File: src/rtl/flash_seq_pkg.sv
package flash_seq_pkg;

  typedef enum logic [1:0] {
    BUS_IDLE = 2'd0,
    BUS_CMD  = 2'd1,
    BUS_DATA = 2'd2,
    BUS_STAT = 2'd3
  } busOp_e;

  typedef enum logic [2:0] {
    ERR_NONE  = 3'd0,
    ERR_ERASE = 3'd1,
    ERR_VOLT  = 3'd2,
    ERR_PROT  = 3'd3,
    ERR_PROG  = 3'd4
  } errCode_e;

  localparam logic [7:0] CMD_ERASE   = 8'h20;
  localparam logic [7:0] CMD_CONFIRM = 8'hD0;
  localparam logic [7:0] CMD_BUFREQ  = 8'hE8;
  localparam logic [7:0] CMD_CLRSTAT = 8'h50;
  localparam logic [7:0] CMD_RDARRAY = 8'hFF;

  localparam int LANE_W    = 8;
  localparam int RDY_BIT   = 7;
  localparam int ERS_BIT   = 5;
  localparam int VOLT_BIT  = 3;
  localparam int PROT_BIT  = 1;
  localparam int PROG_BIT  = 4;

  typedef struct packed {
    busOp_e     busOp;
    logic [7:0] cmd;
    logic       loadBase;
    logic       incWord;
    logic       clrCount;
    logic       incBuf;
    logic       clrErr;
    logic       setErr;
    errCode_e   errVal;
  } strobe_t;

endpackage

File: src/rtl/flash_seq_dp.sv
module flash_seq_dp
  import flash_seq_pkg::*;
#(
  parameter int ADDR_W     = 24,
  parameter int BLOCK_BITS = 18,
  parameter int BUF_BYTES  = 64
) (
  input  logic                  clk,
  input  logic                  rstN,
  input  strobe_t               strb,
  input  logic [ADDR_W-1:0]     blockAddr,
  output logic [ADDR_W-1:0]     flashAddr,
  output logic [31:0]           flashWdata,
  output logic                  flashWe,
  output logic                  flashRe,
  input  logic [31:0]           flashRdata,
  output logic [BLOCK_BITS-3:0] fetchAddr,
  input  logic [31:0]           fetchData,
  output logic [2:0]            errCode,
  output logic                  statReady,
  output logic                  eraseFail,
  output errCode_e              progErr,
  output logic                  lastWord,
  output logic                  lastBuf
);

  localparam int HI_W    = ADDR_W - BLOCK_BITS;
  localparam int WORDS   = BUF_BYTES / 4;
  localparam int WORD_IW = $clog2(WORDS);
  localparam int BUF_IW  = BLOCK_BITS - $clog2(BUF_BYTES);

  logic [HI_W-1:0]       baseHi;
  logic [WORD_IW-1:0]    wordIdx;
  logic [BUF_IW-1:0]     bufIdx;
  logic [2:0]            errReg;
  logic [BLOCK_BITS-1:0] byteOff;
  logic [LANE_W-1:0]     laneEven, laneOdd, laneAny;

  always_ff @(posedge clk) begin
    if (!rstN) begin
      baseHi  <= '0;
      wordIdx <= '0;
      bufIdx  <= '0;
      errReg  <= ERR_NONE;
    end else begin
      if (strb.loadBase) baseHi <= blockAddr[ADDR_W-1:BLOCK_BITS];
      if (strb.clrCount) begin
        wordIdx <= '0;
        bufIdx  <= '0;
      end else begin
        if (strb.incWord) wordIdx <= wordIdx + 1'b1;
        if (strb.incBuf)  bufIdx  <= bufIdx + 1'b1;
      end
      if (strb.clrErr)      errReg <= ERR_NONE;
      else if (strb.setErr) errReg <= strb.errVal;
    end
  end

  assign byteOff   = {bufIdx, wordIdx, 2'b00};
  assign fetchAddr = {bufIdx, wordIdx};
  assign lastWord  = &wordIdx;
  assign lastBuf   = &bufIdx;
  assign errCode   = errReg;

  always_comb begin
    flashWe    = (strb.busOp == BUS_CMD) || (strb.busOp == BUS_DATA);
    flashRe    = (strb.busOp == BUS_STAT);
    flashAddr  = {baseHi, (strb.busOp == BUS_DATA) ? byteOff : {BLOCK_BITS{1'b0}}};
    flashWdata = (strb.busOp == BUS_DATA) ? fetchData : {16'h0000, strb.cmd, strb.cmd};
  end

  // Status decode: both devices must be ready; a fault in either counts.
  assign laneEven  = flashRdata[LANE_W-1:0];
  assign laneOdd   = flashRdata[2*LANE_W-1:LANE_W];
  assign laneAny   = laneEven | laneOdd;
  assign statReady = laneEven[RDY_BIT] & laneOdd[RDY_BIT];
  assign eraseFail = laneAny[ERS_BIT];

  always_comb begin
    if (laneAny[VOLT_BIT])      progErr = ERR_VOLT;
    else if (laneAny[PROT_BIT]) progErr = ERR_PROT;
    else if (laneAny[PROG_BIT]) progErr = ERR_PROG;
    else                        progErr = ERR_NONE;
  end

endmodule

File: src/rtl/flash_seq_ctrl.sv
module flash_seq_ctrl
  import flash_seq_pkg::*;
#(
  parameter int BUF_BYTES = 64
) (
  input  logic     clk,
  input  logic     rstN,
  input  logic     start,
  input  logic     statReady,
  input  logic     eraseFail,
  input  errCode_e progErr,
  input  logic     lastWord,
  input  logic     lastBuf,
  output strobe_t  strb,
  output logic     romWe,
  output logic     done
);

  localparam logic [7:0] CMD_COUNT = 8'(BUF_BYTES / 4 - 1);

  typedef enum logic [3:0] {
    S_IDLE, S_ERS_SETUP, S_ERS_CONF, S_ERS_POLL,
    S_PRG_REQ, S_PRG_XSR, S_PRG_CNT, S_PRG_DATA,
    S_PRG_CONF, S_PRG_POLL, S_CLR_STAT, S_RD_ARRAY
  } state_e;

  state_e state, nextState;

  always_ff @(posedge clk) begin
    if (!rstN) begin
      state <= S_IDLE;
      done  <= 1'b0;
    end else begin
      state <= nextState;
      done  <= (state == S_RD_ARRAY);
    end
  end

  assign romWe = (state != S_IDLE);

  always_comb begin
    nextState = state;
    strb      = '0;
    unique case (state)
      S_IDLE: if (start) begin
        strb.loadBase = 1'b1;
        strb.clrCount = 1'b1;
        strb.clrErr   = 1'b1;
        nextState     = S_ERS_SETUP;
      end
      S_ERS_SETUP: begin
        strb.busOp = BUS_CMD; strb.cmd = CMD_ERASE;   nextState = S_ERS_CONF;
      end
      S_ERS_CONF: begin
        strb.busOp = BUS_CMD; strb.cmd = CMD_CONFIRM; nextState = S_ERS_POLL;
      end
      S_ERS_POLL: begin
        strb.busOp = BUS_STAT;
        if (statReady) begin
          if (eraseFail) begin
            strb.setErr = 1'b1;
            strb.errVal = ERR_ERASE;
            nextState   = S_CLR_STAT;
          end else begin
            nextState = S_PRG_REQ;
          end
        end
      end
      S_PRG_REQ: begin
        strb.busOp = BUS_CMD; strb.cmd = CMD_BUFREQ;  nextState = S_PRG_XSR;
      end
      S_PRG_XSR: begin
        strb.busOp = BUS_STAT;
        nextState  = statReady ? S_PRG_CNT : S_PRG_REQ;
      end
      S_PRG_CNT: begin
        strb.busOp = BUS_CMD; strb.cmd = CMD_COUNT;   nextState = S_PRG_DATA;
      end
      S_PRG_DATA: begin
        strb.busOp   = BUS_DATA;
        strb.incWord = 1'b1;
        if (lastWord) nextState = S_PRG_CONF;
      end
      S_PRG_CONF: begin
        strb.busOp = BUS_CMD; strb.cmd = CMD_CONFIRM; nextState = S_PRG_POLL;
      end
      S_PRG_POLL: begin
        strb.busOp = BUS_STAT;
        if (statReady) begin
          if (progErr != ERR_NONE) begin
            strb.setErr = 1'b1;
            strb.errVal = progErr;
            nextState   = S_CLR_STAT;
          end else if (lastBuf) begin
            nextState = S_RD_ARRAY;
          end else begin
            strb.incBuf = 1'b1;
            nextState   = S_PRG_REQ;
          end
        end
      end
      S_CLR_STAT: begin
        strb.busOp = BUS_CMD; strb.cmd = CMD_CLRSTAT; nextState = S_RD_ARRAY;
      end
      S_RD_ARRAY: begin
        strb.busOp = BUS_CMD; strb.cmd = CMD_RDARRAY; nextState = S_IDLE;
      end
      default: nextState = S_IDLE;
    endcase
  end


  rom_we_rise_chk: assert property (@(posedge clk) disable iff (!rstN)
    (start && state == S_IDLE) |=> romWe);


  err_code_nonzero_chk: assert property (@(posedge clk) disable iff (!rstN)
    strb.setErr |-> (strb.errVal != ERR_NONE));


  erase_ready_chk: assert property (@(posedge clk) disable iff (!rstN)
    (state == S_PRG_REQ && $past(state) == S_ERS_POLL) |-> $past(statReady && !eraseFail));

endmodule

File: src/rtl/flash_block_programmer.sv
module flash_block_programmer
  import flash_seq_pkg::*;
#(
  parameter int ADDR_W     = 24,
  parameter int BLOCK_BITS = 18,
  parameter int BUF_BYTES  = 64
) (
  input  logic                  clk,
  input  logic                  rstN,
  input  logic                  start,
  input  logic [ADDR_W-1:0]     blockAddr,
  output logic [ADDR_W-1:0]     flashAddr,
  output logic [31:0]           flashWdata,
  output logic                  flashWe,
  output logic                  flashRe,
  input  logic [31:0]           flashRdata,
  output logic [BLOCK_BITS-3:0] fetchAddr,
  input  logic [31:0]           fetchData,
  output logic                  romWe,
  output logic                  done,
  output logic [2:0]            errCode
);

  strobe_t  strb;
  logic     statReady, eraseFail, lastWord, lastBuf;
  errCode_e progErr;

  flash_seq_ctrl #(.BUF_BYTES(BUF_BYTES)) i_ctrl (
    .clk(clk), .rstN(rstN), .start(start),
    .statReady(statReady), .eraseFail(eraseFail), .progErr(progErr),
    .lastWord(lastWord), .lastBuf(lastBuf),
    .strb(strb), .romWe(romWe), .done(done)
  );

  flash_seq_dp #(.ADDR_W(ADDR_W), .BLOCK_BITS(BLOCK_BITS), .BUF_BYTES(BUF_BYTES)) i_dp (
    .clk(clk), .rstN(rstN), .strb(strb), .blockAddr(blockAddr),
    .flashAddr(flashAddr), .flashWdata(flashWdata), .flashWe(flashWe),
    .flashRe(flashRe), .flashRdata(flashRdata),
    .fetchAddr(fetchAddr), .fetchData(fetchData), .errCode(errCode),
    .statReady(statReady), .eraseFail(eraseFail), .progErr(progErr),
    .lastWord(lastWord), .lastBuf(lastBuf)
  );


  err_hold_chk: assert property (@(posedge clk) disable iff (!rstN)
    (!romWe && !start) |=> $stable(errCode));


  done_after_array_chk: assert property (@(posedge clk) disable iff (!rstN)
    done |-> ($past(flashWe) && $past(flashWdata[15:0]) == 16'hFFFF));

endmodule

File: config.mk
export PLATFORM = sky130hd
export DESIGN_NAME = flash_block_programmer
export DESIGN_NICKNAME = d
export VERILOG_FILES = /design/src/rtl/flash_seq_pkg.sv /design/src/rtl/flash_seq_dp.sv /design/src/rtl/flash_seq_ctrl.sv /design/src/rtl/flash_block_programmer.sv
export SDC_FILE = /design/constraint.sdc
export NUM_CORES = 1
export LEC_CHECK = 0
export ABC_AREA = 1
export BUFFER_PORTS_ARGS = -buffer_cell sky130_fd_sc_hd__buf_2
export CORE_MARGIN = 5
export CORE_UTILIZATION = 37
export DETAILED_ROUTE_END_ITERATION = 10
export PLACE_DENSITY = 0.8
export SLEW_MARGIN = 30
export SYNTH_ARGS = -nofsm -noshare
export SYNTH_HDL_FRONTEND = slang
export SYNTH_SLANG_ARGS = --single-unit
File: constraint.sdc
create_clock -name clk -period 1.8 [get_ports clk]
set_input_delay 0.09 -clock clk [delete_from_list [all_inputs] [get_ports clk]]
set_output_delay 0.09 -clock clk [all_outputs]
set_load 0.005 [all_outputs]
==> impl_metrics.env <==
export IMPL_tritoncts_buffer_count=5
export IMPL_synthTopCellsByArea="dfxtp_1, nand2_1, inv_1"
export IMPL_netlist_instances=381
export IMPL_path_clk_slew_ns=0.06
export IMPL_dpl_instance_area_mm2=0.003047
export IMPL_dominantRegCellSynth="dfxtp_1"
export IMPL_synth_cell_types=34
export IMPL_cts_htree_levels=2
export IMPL_seq_power_share=0.306
export IMPL_die_area_mm2=0.007740
export IMPL_clock_tree_from_tritoncts="done"
export IMPL_wl_met1_um=3102
export IMPL_max_stage_delay_ns=0.36
export IMPL_run_status="finished, violations left"
export IMPL_place_hpwl_um=5559
export IMPL_grt_first_pass_wirelength_um=12140
export IMPL_grt_max_degree=17
export IMPL_worstSetupStartpointType="register"
export IMPL_multiInputGateArea_mm2=0.001550
export IMPL_clk_root_buffer_cell="clkbuf_8"
export IMPL_cellLeakagePower_uw=0.002301
export IMPL_skew_ns=0.005188
export IMPL_grt_setup_unrepaired="true"
export IMPL_yosys_cell_count_top_type="nand2_1"
export IMPL_setup_violations_final=49
export IMPL_achievable_frequency_mhz=488.5
export IMPL_cell_internal_pwr_uw=1601
export IMPL_net_switching_power_uw=782.6
export IMPL_asyncSetResetFlopFracSynth=0
export IMPL_grt_ovfl_total=0
export IMPL_synth_largest_type_area_fraction=0.2670
export IMPL_final_cell_count_no_fill=620
export IMPL_detail_route_wl_per_cell_um=13.25
export IMPL_path_delay_family="buffers and inverters"
export IMPL_grt_antenna_before_repair=0
export IMPL_yosys_area_top_type="dfxtp_1"
export IMPL_floorplan_die_height_um=87.98
export IMPL_post_route_worst_setup_slack_ns=-0.2471
export IMPL_ys_seq_elements=30
export IMPL_floorplan_initialDensity=0.3800
export IMPL_netlist_top_cells_count="nand2_1, inv_1, a21oi_1, dfxtp_1, nor2_1"
export IMPL_ir_worst_vdd_v=0.0004388
export IMPL_area_growth_synth_to_final_pct=69.41
export IMPL_min_path_type="input port to register"
export IMPL_cp_data_required_time_ns=1.71
export IMPL_detailroute_wirelength_met3_um=812
export IMPL_postRouteAntennaNets=0
export IMPL_diodes_inserted=0
export IMPL_max_stage_delay_cell_worst_path="dfxtp_4"
export IMPL_final_period_minus_worst_setup_slack_ns=2.047
export IMPL_timing_max_cap_violations=0
export IMPL_io_pin_count=170
export IMPL_clock_group_share_of_total_power=0.296
export IMPL_power_switching_share=0.3283
export IMPL_clkLatencyLatePin_ns=0.28
export IMPL_first_iter_violations=134
export IMPL_share_comb_of_total_power=0.398
export IMPL_drc_errors_left=0
export IMPL_core_area_mm2=0.005921
export IMPL_holdBufCountCts=0
export IMPL_viasPerCell=4.805
export IMPL_fillCellCount=518
export IMPL_placement_io_buffers=127
export IMPL_timing_critical_path_arrival_ns=1.96
export IMPL_hold_worst_slack_ns=0.07684
export IMPL_cell_area_after_layout_mm2=0.003811
export IMPL_dp_cells=586
export IMPL_drive_gt1_frac=0.4862
export IMPL_cp_buffers_inverters=6
export IMPL_placement_rows=28
export IMPL_num_vias=2979
export IMPL_fin_nets=640
export IMPL_failed_checks="negative setup slack"
export IMPL_highest_signal_layer="met4"
export IMPL_post_route_period_util=1.137
export IMPL_clock_sink_count=30
export IMPL_gp_congestion=0.8447
export IMPL_synthesized_cell_area_mm2=0.002250
export IMPL_power_density_mw_per_mm2=625.5
export IMPL_post_synthesis_average_cell_area_um2=5.905
export IMPL_preCtsSetupSlack_ns=-0.001006
export IMPL_first_global_vias=2762
export IMPL_synth_enable_flop_cells=0
export IMPL_detailroute_wirelength_met2_um=4112
export IMPL_total_count_of_max_transition_violations_in_the_final_report=0
export IMPL_die_w_um=87.98
export IMPL_timing_critical_path_to_type="primary output"
export IMPL_route_final_wire_length_um=8218
export IMPL_first_pass_iters=4
export IMPL_worstPathCellList="buf_6, nor2_4, nand2_4, nand2_4, a21oi_4, nand2_2, ha_4, buf_8, buf_6, buf_16, nand2_2, inv_1, buf_2"
export IMPL_seq_area_frac_synth=0.2670
export IMPL_ctsLongestPathBuffers=2
export IMPL_hold_viol_final=0
export IMPL_critical_path_class="register to primary output"
export IMPL_path_max_fanout=6
export IMPL_seqCellArea_um2=614.3
export IMPL_grt_usage=0.1974
export IMPL_yosys_warnings=0
flip-flops by register name, indices dropped and copies added, names as in the netlist:
register and flops:
i_dp.bufIdx 12, i_dp.wordIdx 4, i_ctrl.state 4, i_ctrl.done 1, i_dp.baseHi 6, i_dp.errCode 3
stage by stage:
step | utilization | total power [uW] | TNS (ns)
after floorplan | - | 1116 | 0
after global placement | 0.5146 | 1405 | 0
after detailed placement | 0.5146 | 1422 | -0.001006
after CTS | 0.6052 | 2317 | -6.866
after global routing | 0.6437 | 2519 | -12.95
final | 0.6437 | 2384 | -8.561
worst reg2reg max path: stages, from the launching register on:
cell	delay, ns
dfxtp_4	0.37
nor2_4	0.18
nand2_4	0.08
buf_4	0.14
buf_6	0.10
buf_4	0.11
buf_4	0.12
buf_4	0.12
buf_4	0.13
buf_4	0.12
buf_4	0.12
o22ai_2	0.09
o21ai_1	0.08
a21oi_1	0.14
placed cells by master, fill, tap and decap left out, types with 5 or more instances in the layout:
master and n:
buf_6 17, nor2_1 24, buf_4 26, a21oi_1 28, nand4_1 5, nor2_2 6, buf_2 115, dfxtp_1 25
nor3_1 6, inv_1 42, clkbuf_8 6, nand2_1 110, inv_2 25, nand2_2 13, buf_16 6, nand3_1 20
nand2_4 20, nor2_4 6
routing by layer:
metal / GRT usage / vias to the layer above
met5: 0 / -
met4: 0.06276 / 0
met3: 0.03293 / 18
met2: 0.3849 / 129
met1: 0.2133 / 1336
li1: - / 1496
power by group through the flow:
stage / combinational [uW] / clock (uW) / sequential [uW]
2_1_floorplan: 382 / 0 / 734
3_3_place_gp: 677 / 0 / 729
4_1_cts: 876 / 712 / 729
6_report: 948 / 706 / 730
5_1_grt: 1040 / 743 / 734
3_5_place_dp: 692 / 0 / 730
worst paths after layout:
kind,start,endpoint,slack [ns],cells past startpoint
worst max-delay path,i_ctrl.state[1]$_SDFFE_PN0P_,flashAddr[2],-0.25,13
worst min-delay path,blockAddr[22],i_dp.baseHi[4]$_SDFFE_PN0P_,0.08,3
worst max register to register,i_ctrl.state[2]$_SDFFE_PN0P_,i_ctrl.state[2]$_SDFFE_PN0P_,-0.18,13
worst min register to register,i_dp.errCode[1]$_SDFFE_PP0P_,i_dp.errCode[1]$_SDFFE_PP0P_,0.46,2
logic make-up (layout without fill, tap and decap cells):
kind of cell	after synthesis	after routing	synth area share
buf+inv	79	242	0.1385
simple gates	223	223	0.4655
fa+ha+maj	4	4	0.02225
flops	30	30	0.2670
compound gates	41	41	0.09344
xor+xnor	3	3	0.01168
other cells	1	2	0.001667
area by class of cell:
class / instances / area share
clock buffers: 6 / 0.02167
inverters: 68 / 0.06763
flip-flops and latches: 30 / 0.1612
clock inverters: 1 / 0.007879
repair buffers: 167 / 0.3102
well taps: 75 / 0.02462
multi-input cells: 273 / 0.4068
what timing repair did:
| item | CTS | global route |
|---|---|---|
| setup endpoints to repair | 48 | 54 |
| resized for setup | 54 | 56 |
| gates cloned | 6 | 0 |
| pin swaps | 17 | 22 |
| buffers inserted | 19 | 5 |
No activity file was read; power rests on OpenSTA's default activity.
